## config.mk

```make
export PLATFORM = sky130hd
export DESIGN_NAME = cmf_filter
export DESIGN_NICKNAME = d
export VERILOG_FILES = /design/src/rtl/cmf_pkg.sv /design/src/rtl/cmf_compare.sv /design/src/rtl/cmf_rank.sv /design/src/rtl/cmf_select.sv /design/src/rtl/cmf_filter.sv
export SDC_FILE = /design/constraint.sdc
export NUM_CORES = 1
export LEC_CHECK = 0
export BUFFER_PORTS_ARGS = -buffer_cell sky130_fd_sc_hd__buf_2
export CAP_MARGIN = 20
export CORE_MARGIN = 1
export CORE_UTILIZATION = 64
export DETAILED_ROUTE_END_ITERATION = 10
export PLACE_DENSITY_LB_ADDON = 0.12
export REMOVE_ABC_BUFFERS = 1
export SLEW_MARGIN = 5
export SYNTH_ARGS = -nofsm -noshare
export SYNTH_HDL_FRONTEND = slang
export SYNTH_HIERARCHICAL = 1
export SYNTH_SLANG_ARGS = --single-unit
```

## constraint.sdc

```tcl
create_clock -name clk -period 2.7 [get_ports clk]
set_input_delay 0.405 -clock clk [delete_from_list [all_inputs] [get_ports clk]]
set_output_delay 0.405 -clock clk [all_outputs]
set_load 0.005 [all_outputs]
```

## src/rtl/cmf_pkg.sv

```systemverilog
package cmf_pkg;
  localparam int ROWS     = 3;
  localparam int COLS     = 3;
  localparam int NS       = ROWS * COLS;
  localparam int NREM     = NS - ROWS;
  localparam int RW       = $clog2(NS + 1);
  localparam int MID_RANK = (NS + 1) / 2;
  localparam int CENTER   = (COLS / 2) * ROWS + ROWS / 2;

  // number of set bits in a column-wide comparison word
  function automatic logic [1:0] ones3(input logic [ROWS-1:0] b);
    logic [1:0] n;
    n = '0;
    for (int i = 0; i < ROWS; i++) n = n + 2'(b[i]);
    return n;
  endfunction

  // number of set bits over the remaining samples
  function automatic logic [2:0] ones6(input logic [NREM-1:0] b);
    logic [2:0] n;
    n = '0;
    for (int i = 0; i < NREM; i++) n = n + 3'(b[i]);
    return n;
  endfunction

  // signed rank change, two's complement in 3 bits (-3..+3)
  function automatic logic [2:0] delta(input logic [1:0] up, input logic [1:0] down);
    return {1'b0, up} - {1'b0, down};
  endfunction

  function automatic logic [RW-1:0] adj_rank(input logic [RW-1:0] r, input logic [2:0] d);
    return r + {{(RW-3){d[2]}}, d};
  endfunction

  function automatic logic [RW-1:0] entry_rank(input logic [2:0] below_rem, input logic [1:0] below_in);
    return RW'(1) + RW'(below_rem) + RW'(below_in);
  endfunction
endpackage

```

## src/rtl/cmf_compare.sv

```systemverilog
module cmf_compare import cmf_pkg::*; #(
  parameter int PW = 8
) (
  input  logic                       clk,
  input  logic                       rst_n,
  input  logic                       acc,
  input  logic                       elig,
  input  logic [NS-1:0][PW-1:0]      win,
  input  logic [ROWS-1:0][PW-1:0]    col,
  output logic                       s1_v,
  output logic                       s1_e,
  output logic [NREM-1:0][ROWS-1:0]  s1_ge,
  output logic [NREM-1:0][ROWS-1:0]  s1_gt,
  output logic [ROWS-1:0][ROWS-1:0]  s1_ee,
  output logic [NS-1:0][PW-1:0]      s1_win
);
  logic [NREM-1:0][ROWS-1:0] ge_c, gt_c;
  logic [ROWS-1:0][ROWS-1:0] ee_c;

  // remaining samples are old positions 0..NREM-1, leaving ones NREM..NS-1
  always_comb begin
    for (int k = 0; k < NREM; k++)
      for (int j = 0; j < ROWS; j++) begin
        ge_c[k][j] = win[k] >= col[j];
        gt_c[k][j] = win[k] >  win[NREM+j];
      end
    // ee_c[j][i]: entering row i is ordered below entering row j
    for (int j = 0; j < ROWS; j++)
      for (int i = 0; i < ROWS; i++)
        ee_c[j][i] = (i != j) && ((col[i] < col[j]) || ((col[i] == col[j]) && (i < j)));
  end

  always_ff @(posedge clk) begin
    if (!rst_n) begin
      s1_v   <= 1'b0;
      s1_e   <= 1'b0;
      s1_ge  <= '0;
      s1_gt  <= '0;
      s1_ee  <= '0;
      s1_win <= '0;
    end else begin
      s1_v <= acc;
      s1_e <= acc & elig;
      if (acc) begin
        s1_ge  <= ge_c;
        s1_gt  <= gt_c;
        s1_ee  <= ee_c;
        s1_win <= {win[NREM-1:0], col};
      end
    end
  end
endmodule

```

## src/rtl/cmf_rank.sv

```systemverilog
module cmf_rank import cmf_pkg::*; #(
  parameter int PW = 8
) (
  input  logic                       clk,
  input  logic                       rst_n,
  input  logic                       s1_v,
  input  logic                       s1_e,
  input  logic [NREM-1:0][ROWS-1:0]  s1_ge,
  input  logic [NREM-1:0][ROWS-1:0]  s1_gt,
  input  logic [ROWS-1:0][ROWS-1:0]  s1_ee,
  input  logic [NS-1:0][PW-1:0]      s1_win,
  output logic [NS-1:0][RW-1:0]      rank_q,
  output logic                       s4_e,
  output logic [NS-1:0][PW-1:0]      s4_win
);
  // stage 2: counting
  logic [NREM-1:0][1:0] inc_c, dec_c, s2_inc, s2_dec;
  logic [ROWS-1:0][NREM-1:0] lt_bits;
  logic [ROWS-1:0][2:0] nrem_c, s2_nrem;
  logic [ROWS-1:0][1:0] nin_c, s2_nin;
  logic s2_v, s2_e;
  logic [NS-1:0][PW-1:0] s2_win;

  always_comb begin
    for (int k = 0; k < NREM; k++) begin
      inc_c[k] = ones3(s1_ge[k]);
      dec_c[k] = ones3(s1_gt[k]);
    end
    for (int j = 0; j < ROWS; j++) begin
      for (int k = 0; k < NREM; k++) lt_bits[j][k] = ~s1_ge[k][j];
      nrem_c[j] = ones6(lt_bits[j]);
      nin_c[j]  = ones3(s1_ee[j]);
    end
  end

  always_ff @(posedge clk) begin
    if (!rst_n) begin
      s2_v <= 1'b0; s2_e <= 1'b0;
      s2_inc <= '0; s2_dec <= '0; s2_nrem <= '0; s2_nin <= '0; s2_win <= '0;
    end else begin
      s2_v <= s1_v;
      s2_e <= s1_v & s1_e;
      if (s1_v) begin
        s2_inc <= inc_c; s2_dec <= dec_c; s2_nrem <= nrem_c; s2_nin <= nin_c;
        s2_win <= s1_win;
      end
    end
  end

  // stage 3: combine adjustments, rank the entering samples
  logic [NREM-1:0][2:0] s3_d;
  logic [ROWS-1:0][RW-1:0] s3_new;
  logic s3_v, s3_e;
  logic [NS-1:0][PW-1:0] s3_win;

  always_ff @(posedge clk) begin
    if (!rst_n) begin
      s3_v <= 1'b0; s3_e <= 1'b0; s3_d <= '0; s3_new <= '0; s3_win <= '0;
    end else begin
      s3_v <= s2_v;
      s3_e <= s2_v & s2_e;
      if (s2_v) begin
        for (int k = 0; k < NREM; k++) s3_d[k] <= delta(s2_inc[k], s2_dec[k]);
        for (int j = 0; j < ROWS; j++) s3_new[j] <= entry_rank(s2_nrem[j], s2_nin[j]);
        s3_win <= s2_win;
      end
    end
  end

  // stage 4: apply to the stored ranks (shifted with the window)
  logic [NS-1:0][RW-1:0] rank_nx;
  always_comb begin
    for (int p = 0; p < NS; p++)
      if (p < ROWS) rank_nx[p] = s3_new[p];
      else          rank_nx[p] = adj_rank(rank_q[p-ROWS], s3_d[p-ROWS]);
  end

  always_ff @(posedge clk) begin
    if (!rst_n) begin
      // all-zero window: newer column and lower row rank lower
      for (int p = 0; p < NS; p++) rank_q[p] <= RW'(p + 1);
      s4_e   <= 1'b0;
      s4_win <= '0;
    end else begin
      s4_e <= s3_v & s3_e;
      if (s3_v) begin
        rank_q <= rank_nx;
        s4_win <= s3_win;
      end
    end
  end
endmodule

```

## src/rtl/cmf_select.sv

```systemverilog
module cmf_select import cmf_pkg::*; #(
  parameter int PW = 8
) (
  input  logic                   clk,
  input  logic                   rst_n,
  input  logic [NS-1:0][RW-1:0]  rank_q,
  input  logic                   s4_e,
  input  logic [NS-1:0][PW-1:0]  s4_win,
  input  logic [RW-1:0]          thr_hi,
  input  logic [RW-1:0]          thr_lo,
  output logic [NS-1:0]          sel5,
  output logic                   sel5_v,
  output logic                   out_valid,
  output logic [PW-1:0]          out_pix
);
  logic [NS-1:0] med_oh, sel_c;
  logic use_med;
  logic [NS-1:0][PW-1:0] s5_win;
  logic [PW-1:0] mux_c;

  // stage 5: decode
  always_comb begin
    for (int p = 0; p < NS; p++) med_oh[p] = rank_q[p] == RW'(MID_RANK);
    use_med = (rank_q[CENTER] >= thr_hi) || (rank_q[CENTER] <= thr_lo);
    sel_c   = use_med ? med_oh : NS'(1) << CENTER;
  end

  // stage 6: multiplex
  always_comb begin
    mux_c = '0;
    for (int p = 0; p < NS; p++)
      if (sel5[p]) mux_c = mux_c | s5_win[p];
  end

  always_ff @(posedge clk) begin
    if (!rst_n) begin
      sel5 <= '0; sel5_v <= 1'b0; s5_win <= '0;
      out_valid <= 1'b0; out_pix <= '0;
    end else begin
      sel5_v <= s4_e;
      if (s4_e) begin
        sel5   <= sel_c;
        s5_win <= s4_win;
      end
      out_valid <= sel5_v;
      if (sel5_v) out_pix <= mux_c;
    end
  end
endmodule

```

## src/rtl/cmf_filter.sv

```systemverilog
module cmf_filter import cmf_pkg::*; #(
  parameter int PIX_W = 8
) (
  input  logic                    clk,
  input  logic                    rst_n,
  input  logic                    in_valid,
  input  logic [ROWS*PIX_W-1:0]   in_col,
  input  logic [RW-1:0]           thr_hi,
  input  logic [RW-1:0]           thr_lo,
  output logic                    out_valid,
  output logic [PIX_W-1:0]        out_pix
);
  localparam logic [1:0] FILL_LAST = 2'(COLS - 1);

  logic [ROWS-1:0][PIX_W-1:0] col;
  logic [NS-1:0][PIX_W-1:0]   win;
  logic [1:0]                 fill;
  logic                       elig;

  assign col  = in_col;
  assign elig = (fill == FILL_LAST);

  always_ff @(posedge clk) begin
    if (!rst_n) begin
      win  <= '0;
      fill <= '0;
    end else if (in_valid) begin
      win <= {win[NREM-1:0], col};
      if (!elig) fill <= fill + 2'd1;
    end
  end

  logic                       s1_v, s1_e;
  logic [NREM-1:0][ROWS-1:0]  s1_ge, s1_gt;
  logic [ROWS-1:0][ROWS-1:0]  s1_ee;
  logic [NS-1:0][PIX_W-1:0]   s1_win;

  cmf_compare #(.PW(PIX_W)) u_cmp (
    .clk(clk), .rst_n(rst_n), .acc(in_valid), .elig(elig), .win(win), .col(col),
    .s1_v(s1_v), .s1_e(s1_e), .s1_ge(s1_ge), .s1_gt(s1_gt), .s1_ee(s1_ee), .s1_win(s1_win)
  );

  logic [NS-1:0][RW-1:0]      rank_q;
  logic                       s4_e;
  logic [NS-1:0][PIX_W-1:0]   s4_win;

  cmf_rank #(.PW(PIX_W)) u_rank (
    .clk(clk), .rst_n(rst_n), .s1_v(s1_v), .s1_e(s1_e), .s1_ge(s1_ge), .s1_gt(s1_gt),
    .s1_ee(s1_ee), .s1_win(s1_win), .rank_q(rank_q), .s4_e(s4_e), .s4_win(s4_win)
  );

  logic [NS-1:0] sel5;
  logic          sel5_v;

  cmf_select #(.PW(PIX_W)) u_sel (
    .clk(clk), .rst_n(rst_n), .rank_q(rank_q), .s4_e(s4_e), .s4_win(s4_win),
    .thr_hi(thr_hi), .thr_lo(thr_lo), .sel5(sel5), .sel5_v(sel5_v),
    .out_valid(out_valid), .out_pix(out_pix)
  );
endmodule

```

==> metrics <==
fin nets=3,501; max_cap viols=0; kind of end point of the critical path=flip-flop; Switch Pwr=5.29 mW; Buf/Inv on CP=1; CTS Buf Count=66; mean number of vias per cell=5.89; routed len/inst=22.0 um; Reg power frac=46.1%; share of cells above drive strength 1=7.85%; WHS Endpoint=u_cmp/s1_win[22]$_SDFFE_PN0P_; Max FO, Critical Path=3; total wire length=83.3 mm; critical path's top delay family=adder cells; outcome=finished clean; crit path kind=flip-flop to flip-flop; initial antenna violation count=3; drt pass-1 iters=5; first-pass GRT wire length=127 mm; CP arrival=2.88 ns; crit path time final=2.39 ns; Die Y-Extent=224 um; cell mode on critical path=fa_1; CTS max path bufs=3; gr usage total=33.0%; die area=0.0503 mm^2; # hold bufs at CTS=0; worst skew pair latency=0.60 ns; measured slew at the worst slew-check pin=1.22 ns; Post-synth EDFFs=0; routability congestion estimate=0.940; Post-Syn Area=0.0316 mm^2; Setup violations, final=0; FF-to-FF End=u_rank/s2_nrem[1]$_SDFFE_PN0P_; FF-to-FF Start=u_cmp/s1_ge[0]$_SDFFE_PN0P_; Slew HR=18.4%; total gr overflow=0; WP depth=7; CP peak stage delay=0.56 ns; CTS resizes=0; chip width=224 um; Clock Pin Slew Worst Setup and Hold Paths=0.06 ns; Hold Path Depth=3; Core ar.=0.0488 mm^2; Synth cell types=55; mean post-synth cell area=10.4 um^2; Worst VDD drop=0.559 mV; post-DP HPWL=57.4 mm; Design Area, Final=0.0346 mm^2; Slowest cell on crit path=fa_1; CP cell instances=inv_1 > fa_1 > fa_1 > ha_1 > fa_1 > mux2i_1 > nor2b_1; 1st-iter DRT viols=1,555; Fin. Hold Viols=0; P_leak=14.2 nW; Clk pwr share=42.8%; ys flop type=dfxtp_1; most frequent cells in the layout=dfxtp_1, nor2b_1, mux2i_1, ha_1, inv_1; CTS sink cnt=607; CTS tree=yes; Buffers on Ports=43; final max-slew violation count=0; number of global-route vias before repair=22,200; Gate Count Post-Synth=3,037; Tcrit/Tclk final=88.4%; worst hold start=in_col[22]; internal power of the cells=15.3 mW; Starting Density=64.8%; Combinational Power Share=11.1%; reg2reg path depth=7; clock skew=0.0111 ns; dpl cell area=0.0325 mm^2; setup bufs post-CTS=0; synth warn=6; H-tree levels=3; row count=81; vias=22,300; fin util=70.9%; Cell Pwr Density=596 mW/mm^2; synth-to-layout area growth=9.37%; most common cell after layout, fill and taps aside=dfxtp_1; Root Buffer=clkbuf_16; Crit path required time=3.19 ns; DRC viols=0; Setup TNS Final=0 ns; RSZ-0062 raised after global routing=false; sequential-to-total area share from yosys stat=38.4%; largest net degree at the start of global routing=164; Hold Path Class=input port to flip-flop; Yosys reg bits=607; ANT nets after route=0; switch share=25.6%; Async S/R FF share, synth=0%; fmax=419 MHz; CP startpoint kind=flip-flop; Tot Pwr=20.6 mW; R2R setup slack=0.31 ns; Ports=44
==> cells in the mapped netlist, drive strengths merged, types with 5 or more instances <==
cell | number | area [um^2]
a22o | 47 | 420
a21oi | 100 | 504
a31oi | 10 | 62.6
xnor2 | 11 | 96.3
a211oi | 5 | 37.5
a31o | 6 | 52.6
nor4bb | 7 | 70.1
o21a | 41 | 308
nand3 | 38 | 190
and3 | 25 | 156
o21ai | 67 | 335
nand2b | 25 | 156
dfxtp | 607 | 12200
nand2 | 123 | 462
a221oi | 18 | 158
nor2b | 507 | 3170
nand4 | 30 | 188
o211a | 28 | 280
a21o | 35 | 263
buf | 95 | 772
mux2i | 497 | 4970
clkbuf | 60 | 225
nor3b | 5 | 37.5
a221o | 5 | 50.1
a41oi | 8 | 70.1
nor3 | 6 | 30.0
ha | 354 | 4430
o211ai | 16 | 120
a2111o | 5 | 56.3
nor2 | 30 | 113
a2111oi | 6 | 52.6
fa | 39 | 781
o31ai | 18 | 135
inv | 139 | 522
==> registers in the layout (all words and copies together), names as in the netlist, 18 cells and up <==
signal         count
u_cmp/s1_win      72
u_rank/s2_win     72
u_rank/s3_win     72
u_rank/s4_win     72
u_sel/s5_win      72
win               72
u_rank/rank_q     36
u_cmp/s1_ge       18
u_cmp/s1_gt       18
u_rank/s3_d       18
==> worst max path at each step <==
stage	to	start
floorplan	u_rank/rank_q[31]$_SDFFE_PN1P_	u_rank/s3_v$_SDFF_PN0_
global placement	u_rank/s2_nrem[1]$_SDFFE_PN0P_	u_cmp/s1_ge[0]$_SDFFE_PN0P_
detailed placement	u_rank/s2_nrem[1]$_SDFFE_PN0P_	u_cmp/s1_ge[0]$_SDFFE_PN0P_
CTS	u_rank/s2_nrem[1]$_SDFFE_PN0P_	u_cmp/s1_ge[0]$_SDFFE_PN0P_
global route	u_rank/s2_nrem[1]$_SDFFE_PN0P_	u_cmp/s1_ge[0]$_SDFFE_PN0P_
finish	u_rank/s2_nrem[1]$_SDFFE_PN0P_	u_cmp/s1_ge[0]$_SDFFE_PN0P_
==> worst register-to-register path: stages, from the launching register on <==
cell and delay (ns):
dfxtp_1 0.37, inv_1 0.08, fa_1 0.56, fa_1 0.44
ha_1 0.21, fa_1 0.43, mux2i_1 0.14, nor2b_1 0.05
==> metal layers <==
metal	global-route usage [%]	share of wire (%)	up-vias
li1	-	-	10700
met5	0	0.014	-
met3	5.13	5.3	170
met1	43.9	45	10800
met4	14.2	4.0	2
met2	53.2	45	578
==> cell families after synthesis <==
group           count (synthesis)  share of synthesized area, %
fa+ha+maj                     393                          16.5
flops                         607                          38.4
buf+inv                       294                          4.80
xor+xnor                       15                         0.415
compound gates                427                          9.56
mux                           497                          15.7
simple gates                  803                          14.6
other cells                     1                        0.0119
==> power groups by stage <==
stage	sequential [mW]	combinational, mW	clock (mW)
after floorplan	9.61	1.42	0
after global placement	9.69	2.16	0
after detailed placement	9.70	2.24	0
after CTS	9.50	2.25	8.95
after global routing	9.52	2.52	9.28
final	9.51	2.28	8.82
==> layout make-up <==
cell class	count	area [um^2]
fillers	3744	14200
clock inverters	24	230
diodes	1	2.50
clock buffers	91	1890
inverters	139	522
repair buffers	121	991
multi-input cells	2138	18000
flip-flops and latches	607	12200
well taps	664	831
==> stage by stage <==
step / std cells / setup WS (ns) / hold slack (ns)
floorplan: 2884 / -1.79 / 0.431
global placement: 3668 / 0.292 / 0.448
detailed placement: 3668 / 0.307 / 0.447
CTS: 3783 / 0.303 / 0.0845
global route: 3784 / 0.185 / 0.127
finish: 3785 / 0.313 / 0.124
Power figures use the tool's default switching activity.
